[src/rtl/scmp_pkg.sv]
package scmp_pkg;
  localparam int FLB_CF = 0;
  localparam int FLB_PF = 2;
  localparam int FLB_AF = 4;
  localparam int FLB_ZF = 6;
  localparam int FLB_SF = 7;
  localparam int FLB_OF = 11;

  localparam logic [1:0] ASZ_16 = 2'd0;
  localparam logic [1:0] ASZ_32 = 2'd1;

  localparam logic [1:0] RK_EQ = 2'd1;
  localparam logic [1:0] RK_NE = 2'd2;

  typedef struct packed {
    logic of;
    logic sf;
    logic zf;
    logic af;
    logic pf;
    logic cf;
  } sflags_t;

  typedef enum logic [2:0] {
    S_IDLE,
    S_EVAL,
    S_RD_SRC,
    S_RD_DST,
    S_DONE
  } step_st_t;
endpackage

[src/rtl/scmp_sub_flags.sv]
module scmp_sub_flags
  import scmp_pkg::*;
#(
  parameter int DATA_W = 64
) (
  input  logic [DATA_W-1:0] minuend,
  input  logic [DATA_W-1:0] subtrahend,
  input  logic [1:0]        width_sel,
  output sflags_t           flags
);
  localparam int N_LANES = $clog2(DATA_W / 8) + 1;

  sflags_t [N_LANES-1:0] lane;

  // One subtractor per element width; the width code picks a lane.
  for (genvar k = 0; k < N_LANES; k++) begin : g_lane
    localparam int W = 8 << k;
    logic [W:0] dif;
    logic       l_cf, l_zf, l_sf, l_of, l_pf, l_af;

    assign dif  = {1'b0, minuend[W-1:0]} - {1'b0, subtrahend[W-1:0]};
    assign l_cf = dif[W];
    assign l_zf = (dif[W-1:0] == '0);
    assign l_sf = dif[W-1];
    assign l_of = (minuend[W-1] ^ subtrahend[W-1]) & (minuend[W-1] ^ dif[W-1]);
    assign l_pf = ~^dif[7:0];
    assign l_af = minuend[4] ^ subtrahend[4] ^ dif[4];
    assign lane[k] = {l_of, l_sf, l_zf, l_af, l_pf, l_cf};
  end

  assign flags = lane[width_sel];
endmodule

[src/rtl/scmp_addr_step.sv]
module scmp_addr_step
  import scmp_pkg::*;
#(
  parameter int PTR_W = 64
) (
  input  logic [PTR_W-1:0] val,
  input  logic [PTR_W-1:0] delta,
  input  logic [1:0]       asz,
  output logic [PTR_W-1:0] stepped,
  output logic [PTR_W-1:0] eff
);
  localparam int LO16 = 16;
  localparam int LO32 = 32;

  logic [PTR_W-1:0] sum;
  assign sum = val + delta;

  always_comb begin
    unique case (asz)
      ASZ_16: begin
        stepped = {val[PTR_W-1:LO16], sum[LO16-1:0]};
        eff     = {{(PTR_W-LO16){1'b0}}, val[LO16-1:0]};
      end
      ASZ_32: begin
        stepped = {{(PTR_W-LO32){1'b0}}, sum[LO32-1:0]};
        eff     = {{(PTR_W-LO32){1'b0}}, val[LO32-1:0]};
      end
      default: begin
        stepped = sum;
        eff     = val;
      end
    endcase
  end
endmodule

[src/rtl/scmp_step.sv]
module scmp_step
  import scmp_pkg::*;
#(
  parameter int PTR_W   = 64,
  parameter int DATA_W  = 64,
  parameter int FLAG_W  = 32,
  parameter int VA_BITS = 48
) (
  input  logic              clk,
  input  logic              rst_n,
  input  logic              start,
  input  logic [PTR_W-1:0]  src_ptr_i,
  input  logic [PTR_W-1:0]  dst_ptr_i,
  input  logic [PTR_W-1:0]  count_i,
  input  logic              dir_i,
  input  logic [1:0]        op_size_i,
  input  logic [1:0]        addr_size_i,
  input  logic [1:0]        rep_kind_i,
  input  logic [FLAG_W-1:0] flags_i,
  output logic              mem_req_o,
  output logic [PTR_W-1:0]  mem_addr_o,
  output logic [1:0]        mem_size_o,
  input  logic [DATA_W-1:0] mem_rdata_i,
  input  logic              mem_ack_i,
  input  logic              mem_err_i,
  output logic              done_o,
  output logic [PTR_W-1:0]  src_ptr_o,
  output logic [PTR_W-1:0]  dst_ptr_o,
  output logic [PTR_W-1:0]  count_o,
  output logic [FLAG_W-1:0] flags_o,
  output logic              again_o,
  output logic              fault_o
);
  localparam int N_CH  = 3;
  localparam int CH_SRC = 0;
  localparam int CH_DST = 1;
  localparam int CH_CNT = 2;
  localparam int TOP_HI = PTR_W - 1;
  localparam int TOP_LO = VA_BITS - 1;
  localparam logic [FLAG_W-1:0] ARITH_MASK =
    (FLAG_W'(1) << FLB_CF) | (FLAG_W'(1) << FLB_PF) | (FLAG_W'(1) << FLB_AF) |
    (FLAG_W'(1) << FLB_ZF) | (FLAG_W'(1) << FLB_SF) | (FLAG_W'(1) << FLB_OF);

  function automatic logic is_canon(input logic [PTR_W-1:0] p);
    return (p[TOP_HI:TOP_LO] == '0) || (&p[TOP_HI:TOP_LO]);
  endfunction

  function automatic logic [PTR_W-1:0] width_mask(input logic [PTR_W-1:0] v,
                                                  input logic [1:0] az);
    unique case (az)
      ASZ_16:  return {{(PTR_W-16){1'b0}}, v[15:0]};
      ASZ_32:  return {{(PTR_W-32){1'b0}}, v[31:0]};
      default: return v;
    endcase
  endfunction

  // Latched step inputs
  step_st_t          st, st_n;
  logic [PTR_W-1:0]  src_q, dst_q, cnt_q;
  logic              dir_q;
  logic [1:0]        os_q, asz_q, rep_q;
  logic [FLAG_W-1:0] fl_q;
  logic [DATA_W-1:0] sdat_q;

  // Control strobes
  logic lat_en, sdat_en, out_en, out_upd, out_flt;

  // Derived values
  logic              rep_act, asz64, cont;
  logic [PTR_W-1:0]  elem_bytes, elem_delta;
  logic [PTR_W-1:0]  ch_in    [N_CH];
  logic [PTR_W-1:0]  ch_delta [N_CH];
  logic [PTR_W-1:0]  ch_step  [N_CH];
  logic [PTR_W-1:0]  ch_eff   [N_CH];
  logic [PTR_W-1:0]  cnt_new;
  sflags_t           cmp_f;
  logic [FLAG_W-1:0] merged;

  logic [PTR_W-1:0]  src_n, dst_n, cnt_n;
  logic [FLAG_W-1:0] fl_n;
  logic              again_n;

  assign rep_act    = (rep_q == RK_EQ) || (rep_q == RK_NE);
  assign asz64      = asz_q[1];
  assign elem_bytes = PTR_W'(1) << os_q;
  assign elem_delta = dir_q ? (PTR_W'(0) - elem_bytes) : elem_bytes;

  assign ch_in[CH_SRC]    = src_q;
  assign ch_in[CH_DST]    = dst_q;
  assign ch_in[CH_CNT]    = cnt_q;
  assign ch_delta[CH_SRC] = elem_delta;
  assign ch_delta[CH_DST] = elem_delta;
  assign ch_delta[CH_CNT] = '1;

  for (genvar c = 0; c < N_CH; c++) begin : g_ch
    scmp_addr_step #(.PTR_W(PTR_W)) u_step (
      .val     (ch_in[c]),
      .delta   (ch_delta[c]),
      .asz     (asz_q),
      .stepped (ch_step[c]),
      .eff     (ch_eff[c])
    );
  end

  scmp_sub_flags #(.DATA_W(DATA_W)) u_flags (
    .minuend    (mem_rdata_i),
    .subtrahend (sdat_q),
    .width_sel  (os_q),
    .flags      (cmp_f)
  );

  always_comb begin
    merged         = fl_q;
    merged[FLB_CF] = cmp_f.cf;
    merged[FLB_PF] = cmp_f.pf;
    merged[FLB_AF] = cmp_f.af;
    merged[FLB_ZF] = cmp_f.zf;
    merged[FLB_SF] = cmp_f.sf;
    merged[FLB_OF] = cmp_f.of;
  end

  assign cnt_new = rep_act ? ch_step[CH_CNT] : cnt_q;
  assign cont    = rep_act && (width_mask(cnt_new, asz_q) != '0) &&
                   ((rep_q == RK_EQ) ? cmp_f.zf : !cmp_f.zf);

  // Next-state logic
  always_comb begin
    st_n    = st;
    lat_en  = 1'b0;
    sdat_en = 1'b0;
    out_en  = 1'b0;
    out_upd = 1'b0;
    out_flt = 1'b0;
    unique case (st)
      S_IDLE: if (start) begin
        lat_en = 1'b1;
        st_n   = S_EVAL;
      end
      S_EVAL: begin
        if (rep_act && (ch_eff[CH_CNT] == '0)) begin
          out_en = 1'b1;
          st_n   = S_DONE;
        end else if (asz64 && (!is_canon(src_q) || !is_canon(dst_q))) begin
          out_en  = 1'b1;
          out_flt = 1'b1;
          st_n    = S_DONE;
        end else begin
          st_n = S_RD_SRC;
        end
      end
      S_RD_SRC: begin
        if (mem_err_i) begin
          out_en  = 1'b1;
          out_flt = 1'b1;
          st_n    = S_DONE;
        end else if (mem_ack_i) begin
          sdat_en = 1'b1;
          st_n    = S_RD_DST;
        end
      end
      S_RD_DST: begin
        if (mem_err_i) begin
          out_en  = 1'b1;
          out_flt = 1'b1;
          st_n    = S_DONE;
        end else if (mem_ack_i) begin
          out_en  = 1'b1;
          out_upd = 1'b1;
          st_n    = S_DONE;
        end
      end
      S_DONE:  st_n = S_IDLE;
      default: st_n = S_IDLE;
    endcase
  end

  always_comb begin
    src_n   = out_upd ? ch_step[CH_SRC] : src_q;
    dst_n   = out_upd ? ch_step[CH_DST] : dst_q;
    cnt_n   = out_upd ? cnt_new : cnt_q;
    fl_n    = out_upd ? merged : fl_q;
    again_n = out_upd & cont;
  end

  // Registers
  always_ff @(posedge clk or negedge rst_n) begin
    if (!rst_n) st <= S_IDLE;
    else        st <= st_n;
  end

  always_ff @(posedge clk or negedge rst_n) begin
    if (!rst_n) begin
      src_q <= '0; dst_q <= '0; cnt_q <= '0; dir_q <= 1'b0;
      os_q  <= '0; asz_q <= '0; rep_q <= '0; fl_q  <= '0;
    end else if (lat_en) begin
      src_q <= src_ptr_i;   dst_q <= dst_ptr_i;  cnt_q <= count_i;
      dir_q <= dir_i;       os_q  <= op_size_i;  asz_q <= addr_size_i;
      rep_q <= rep_kind_i;  fl_q  <= flags_i;
    end
  end

  always_ff @(posedge clk or negedge rst_n) begin
    if (!rst_n)       sdat_q <= '0;
    else if (sdat_en) sdat_q <= mem_rdata_i;
  end

  always_ff @(posedge clk or negedge rst_n) begin
    if (!rst_n) begin
      src_ptr_o <= '0; dst_ptr_o <= '0; count_o <= '0;
      flags_o   <= '0; again_o   <= 1'b0; fault_o <= 1'b0;
    end else if (out_en) begin
      src_ptr_o <= src_n; dst_ptr_o <= dst_n; count_o <= cnt_n;
      flags_o   <= fl_n;  again_o   <= again_n; fault_o <= out_flt;
    end
  end

  assign done_o     = (st == S_DONE);
  assign mem_req_o  = (st == S_RD_SRC) || (st == S_RD_DST);
  assign mem_addr_o = (st == S_RD_DST) ? ch_eff[CH_DST] : ch_eff[CH_SRC];
  assign mem_size_o = os_q;

  // Assertions
  a_r12_done_pulse: assert property (@(posedge clk) disable iff (!rst_n)
    done_o |=> !done_o);

  a_r8_zero_exit: assert property (@(posedge clk) disable iff (!rst_n)
    (st == S_EVAL && rep_act && ch_eff[CH_CNT] == '0) |=>
      (done_o && !again_o && !fault_o && count_o == cnt_q && flags_o == fl_q));

  a_r10_canon_addr: assert property (@(posedge clk) disable iff (!rst_n)
    (mem_req_o && asz64) |-> is_canon(mem_addr_o));

  a_r3_passthru: assert property (@(posedge clk) disable iff (!rst_n)
    done_o |-> ((flags_o & ~ARITH_MASK) == (fl_q & ~ARITH_MASK)));

  a_r11_fault_hold: assert property (@(posedge clk) disable iff (!rst_n)
    (done_o && fault_o) |-> (!again_o && flags_o == fl_q && src_ptr_o == src_q &&
                             dst_ptr_o == dst_q && count_o == cnt_q));

  a_r1_zf_consistent: assert property (@(posedge clk) disable iff (!rst_n)
    (st == S_RD_DST && mem_ack_i && !mem_err_i) |=>
      (!flags_o[FLB_ZF] || (!flags_o[FLB_CF] && !flags_o[FLB_OF])));

  a_r9_again_needs_rep: assert property (@(posedge clk) disable iff (!rst_n)
    (done_o && again_o) |-> rep_act);
endmodule

[config.mk]
export PLATFORM = sky130hd
export DESIGN_NAME = scmp_step
export DESIGN_NICKNAME = d
export VERILOG_FILES = /design/src/rtl/scmp_pkg.sv /design/src/rtl/scmp_sub_flags.sv /design/src/rtl/scmp_addr_step.sv /design/src/rtl/scmp_step.sv
export SDC_FILE = /design/constraint.sdc
export NUM_CORES = 2
export LEC_CHECK = 0
export CAP_MARGIN = 20
export CELL_PAD_IN_SITES_DETAIL_PLACEMENT = 0
export CELL_PAD_IN_SITES_GLOBAL_PLACEMENT = 1
export CORE_ASPECT_RATIO = 1.25
export CORE_MARGIN = 10
export CORE_UTILIZATION = 41
export CTS_CLUSTER_SIZE = 8
export DETAILED_ROUTE_END_ITERATION = 8
export GPL_TIMING_DRIVEN = 0
export PLACE_DENSITY_LB_ADDON = 0.12
export REMOVE_ABC_BUFFERS = 1
export SYNTH_ARGS = -nofsm -noshare
export SYNTH_HDL_FRONTEND = slang
export SYNTH_SLANG_ARGS = --single-unit
[constraint.sdc]
create_clock -name clk -period 10.6 [get_ports clk]
set_clock_uncertainty 0.1 [all_clocks]
set_input_delay 2.12 -clock clk [delete_from_list [all_inputs] [get_ports clk]]
set_output_delay 2.12 -clock clk [all_outputs]
set_load 0.01 [all_outputs]
==> summary.md <==
| Metric | Value |
|---|---|
| DR vias | `33460` |
| Area after DPL | `~43000 sq um` |
| First-pass GRT wire length | `~210000 microns` |
| CP Cell Sequence | `clkdlybuf4s50_1, ha_1, o211ai_1, a21o_1, nor2b_1, nor2b_1, o21ai_0, nand2b_1, xnor2_1, ha_1, nand4_1, inv_1, o211ai_1, a2111oi_0, o211ai_1, nor4_1, nand4_1, a2111oi_0, nand4_1, o211ai_1, o211a_1` |
| Post-synth EDFFs | `0` |
| Dpl ws | `roughly 3400 ps` |
| Core Region | `about 87000 sq um` |
| Worst min-delay path category | `flop to flop` |
| Synth Area in Simple Gates | `0.1791` |
| Row count | `about 120` |
| Lkg Pwr | `between 15 and 20 nW` |
| Minimum clock period | `approximately 6600 ps` |
| GRT Util Overall | `0.2635` |
| Post_cts resized | `0` |
| Hold Slack | `roughly 360 ps` |
| CP Capture Type | `flop` |
| Max clock buf depth | `3` |
| Top_reg_cell synth | `dfrtp_1` |
| Critical path launch point type | `primary input` |
| Fin crit share | `0.6264` |
| DR pass1 iterations | `6` |
| Worst slew pin tran | `approximately 1100 ps` |
| CP delay by family, top | `compound AO/OA/AOI/OAI gates` |
| Worst-Skew Late Latency | `660 ps` |
| Clk root buf | `clkbuf_16` |
| Critical Path RT | `11070 ps` |
| Vias in the first global route | `between 30000 and 40000` |
| Hold Path Depth | `2` |
| Yosys warns | `0` |
| WL final | `~140000 microns` |
| Cell area after layout | `~46000 sq um` |
| Synth cell types | `86` |
| Hold_buf cts | `0` |
| Mean post-synth cell area | `around 8.5 sq um` |
| Antenna viol nets, final | `0` |
| Setup-failing EPs final | `0` |
| Worst Path Arrival | `slightly above 7000 ps` |
| Slowest CP cell | `nor4_1` |
| Crit Path Max Fanout | `4` |
| Synth Instances | `4196` |
| Crit path from | `mem_rdata_i[2]` |
| Post-Synth XOR/XNOR Area | `0.04778` |
| Total gr overflow | `0` |
| Critical path buffers and inverters | `2` |
| Initial core utilization | `0.4121` |
| Layout area overhead | `27.36%` |
| Asr flop ratio synth | `1.000` |
| Worst Hold End | `flags_o[19]` |
| Compound-Gate Fraction of Synth Area | `0.2163` |
| Slew Limit Fails | `0` |
| Mapped Area | `35750 sq um` |
| DRT iter0 DRCs | `approximately 2300` |
| Worst Path Class, Setup | `primary input to flop` |
| Max-slew headroom | `0.2289` |
| Worst R2R Setup Slack | `~4000 ps` |
| Clock-pin slew on the worst setup and hold paths | `50 ps` |
| CP dominant cell by count | `o211ai_1` |
| NumNets Final | `5179` |
| Largest family of logic cells by synthesized area | `compound AO/OA/AOI/OAI gates` |
| Final worst setup slack | `3961 ps` |
| Routed vias/inst | `between 5 and 6` |
| Post-synthesis sequential area ratio | `0.3668` |
| RSZ-0062 raised after global routing | `no` |
| Die X | `roughly 280 microns` |
| DRC errors left | `0` |
| H-tree depth | `3` |
| Routed len/inst | `approximately 23 microns` |
| Endpoints failing hold | `0` |
| Top Ports | `around 590` |
| Post-synthesis adder-cell area fraction | `0.07098` |
| # port buffers | `approximately 590` |
| Most frequent cells in the layout | `711 x nand2_1, 592 x clkdlybuf4s50_1, 523 x dfrtp_1` |
| Initial antenna violation count | `22` |
| FF-to-FF Start | `mem_size_o[1]` |
| CTS tree | `done` |
| Power Dens Cells | `a little under 400 nW/um^2` |
| Die Span Y | `around 350 microns` |
| Mux contribution to synthesized area | `0.07854` |
| Detailed Place HPWL | `between 100000 and 150000 microns` |
| Maximum clock frequency | `roughly 150 MHz` |
| Most common cell after layout, fill and taps aside | `nand2_1` |
| Yosys reg bits | `between 500 and 600` |
| Min-delay src | `fl_q[19]` |
| Max Cap Viol | `0` |
| Post-CTS setup buffer count | `0` |
| Largest net degree at the start of global routing | `roughly 120` |
| Worst VDD drop | `about 230 uV` |
| Outcome | `complete, no violations` |
| Die area | `just under 100000 sq um` |
| Critical R2R Capture | `dst_ptr_o[57]` |
| Share of layout cells above drive strength 1 | `0.08705` |
| CTS Buf Count | `between 70 and 80` |
| Worst r2r path cells | `18` |
| Crit-path max cell delay | `450 ps` |
| Final Wtd Congestion | `0.8915` |
| Clock sink count | `about 520` |
[cell type report]
| type | count | area (sq um) |
|---|---|---|
| clock inverter | 6 | 146.4 |
| sequential | 524 | 13120 |
| multi-input combinational | 3293 | 21270 |
| clock buffer | 80 | 1927 |
| inverter | 135 | 506.7 |
| tap | 1168 | 1461 |
| fill | 8321 | 41220 |
| antenna | 7 | 17.52 |
| timing repair buffer | 649 | 7081 |
[state kept, by name (all words and copies together) (netlist names)]
register    cells
dst_ptr_o      64
count_o        64
sdat_q         64
dir_q           1
src_q          64
flags_o        32
rep_q           2
dst_q          64
st              3
asz_q           2
fl_q           32
cnt_q          64
src_ptr_o      64
again_o         1
mem_size_o      2
fault_o         1
[worst reg2reg max path, stage by stage, from the launching register on]
cell,delay (ps)
dfrtp_1,650
inv_1,270
nand2_1,210
ha_1,260
nand2_1,60
o21ai_0,330
ha_1,430
a21o_1,110
a21o_1,300
a21oi_1,170
o21ai_1,670
a21oi_1,250
a2111oi_0,730
o21ai_1,330
o21ai_1,520
o22ai_1,260
o21ai_1,380
mux2i_1,120
or2_1,230
[report_power, final]
| group | switching [mW] | total [mW] | internal, mW |
|---|---|---|---|
| clock | 0.954 | 2.24 | 1.29 |
| combinational | 6.56 | 11.7 | 5.14 |
| sequential | 1.07 | 4.10 | 3.02 |
| total | 8.59 | 18.0 | 9.45 |
[synth_stat cells, types with 11 or more instances]
cell,number,share of area
inv_1,134,0.014
a22oi_1,32,0.0067
o211ai_1,34,0.0071
and2_1,18,0.0032
xnor2_1,102,0.025
nand4_1,84,0.015
nor3b_1,12,0.0025
a221oi_1,11,0.0027
a21o_1,130,0.027
or3_1,34,0.0059
nand3_1,55,0.0077
o21ai_0,356,0.050
nor3_1,65,0.0091
a211oi_1,18,0.0038
o31ai_1,17,0.0036
o21bai_1,27,0.0057
dfrtp_1,524,0.37
nand2_1,713,0.075
nor2b_1,25,0.0044
nor2_1,236,0.025
mux2_2,228,0.072
a31oi_1,32,0.0056
nor4_1,44,0.0077
ha_1,198,0.069
or4_1,13,0.0027
o21a_1,44,0.0092
a21oi_1,361,0.051
xor2_1,93,0.023
nand2b_1,20,0.0035
mux2i_1,24,0.0067
and3_1,27,0.0047
clkbuf_1,226,0.024
o21ai_1,18,0.0025
o221ai_1,37,0.0091
and4_1,18,0.0044
[stage by stage]
stage	cells	total power, mW	utilization	TNS (ps)
CTS	5853	18.09	0.5244	0
global route	5860	19.54	0.5248	0
global placement	5713	15.68	0.4865	-
floorplan	3952	11.82	-	-1820510
detailed placement	5767	15.72	0.5005	0
finish	5862	18.04	0.5248	0
[cells by family after synthesis]
| logic type | count (synthesis) |
|---|---|
| simple gates | 1399 |
| xor+xnor | 195 |
| buf+inv | 379 |
| compound gates | 1246 |
| flops | 524 |
| mux | 252 |
| fa+ha+maj | 201 |
[metal layers]
layer,up-vias,GRT usage,part of all wire
met5,-,0,0.0010
li1,16110,-,-
met4,20,0.08691,0.031
met3,212,0.07792,0.079
met1,16100,0.3234,0.41
met2,1010,0.4393,0.47
[how the worst max path moves through the flow]
| stage | end | slack (ps) | cells past startpoint |
|---|---|---|---|
| after floorplan | src_ptr_o[44] | -9860 | 9 |
| after CTS | flags_o[6] | 4000 | 21 |
| after global routing | flags_o[6] | 3640 | 21 |
| final | flags_o[6] | 3960 | 21 |
| after global placement | src_ptr_o[44] | -27160 | 8 |
| after detailed placement | flags_o[6] | 3400 | 21 |
Note: power is estimated with default switching activity, not from simulation.
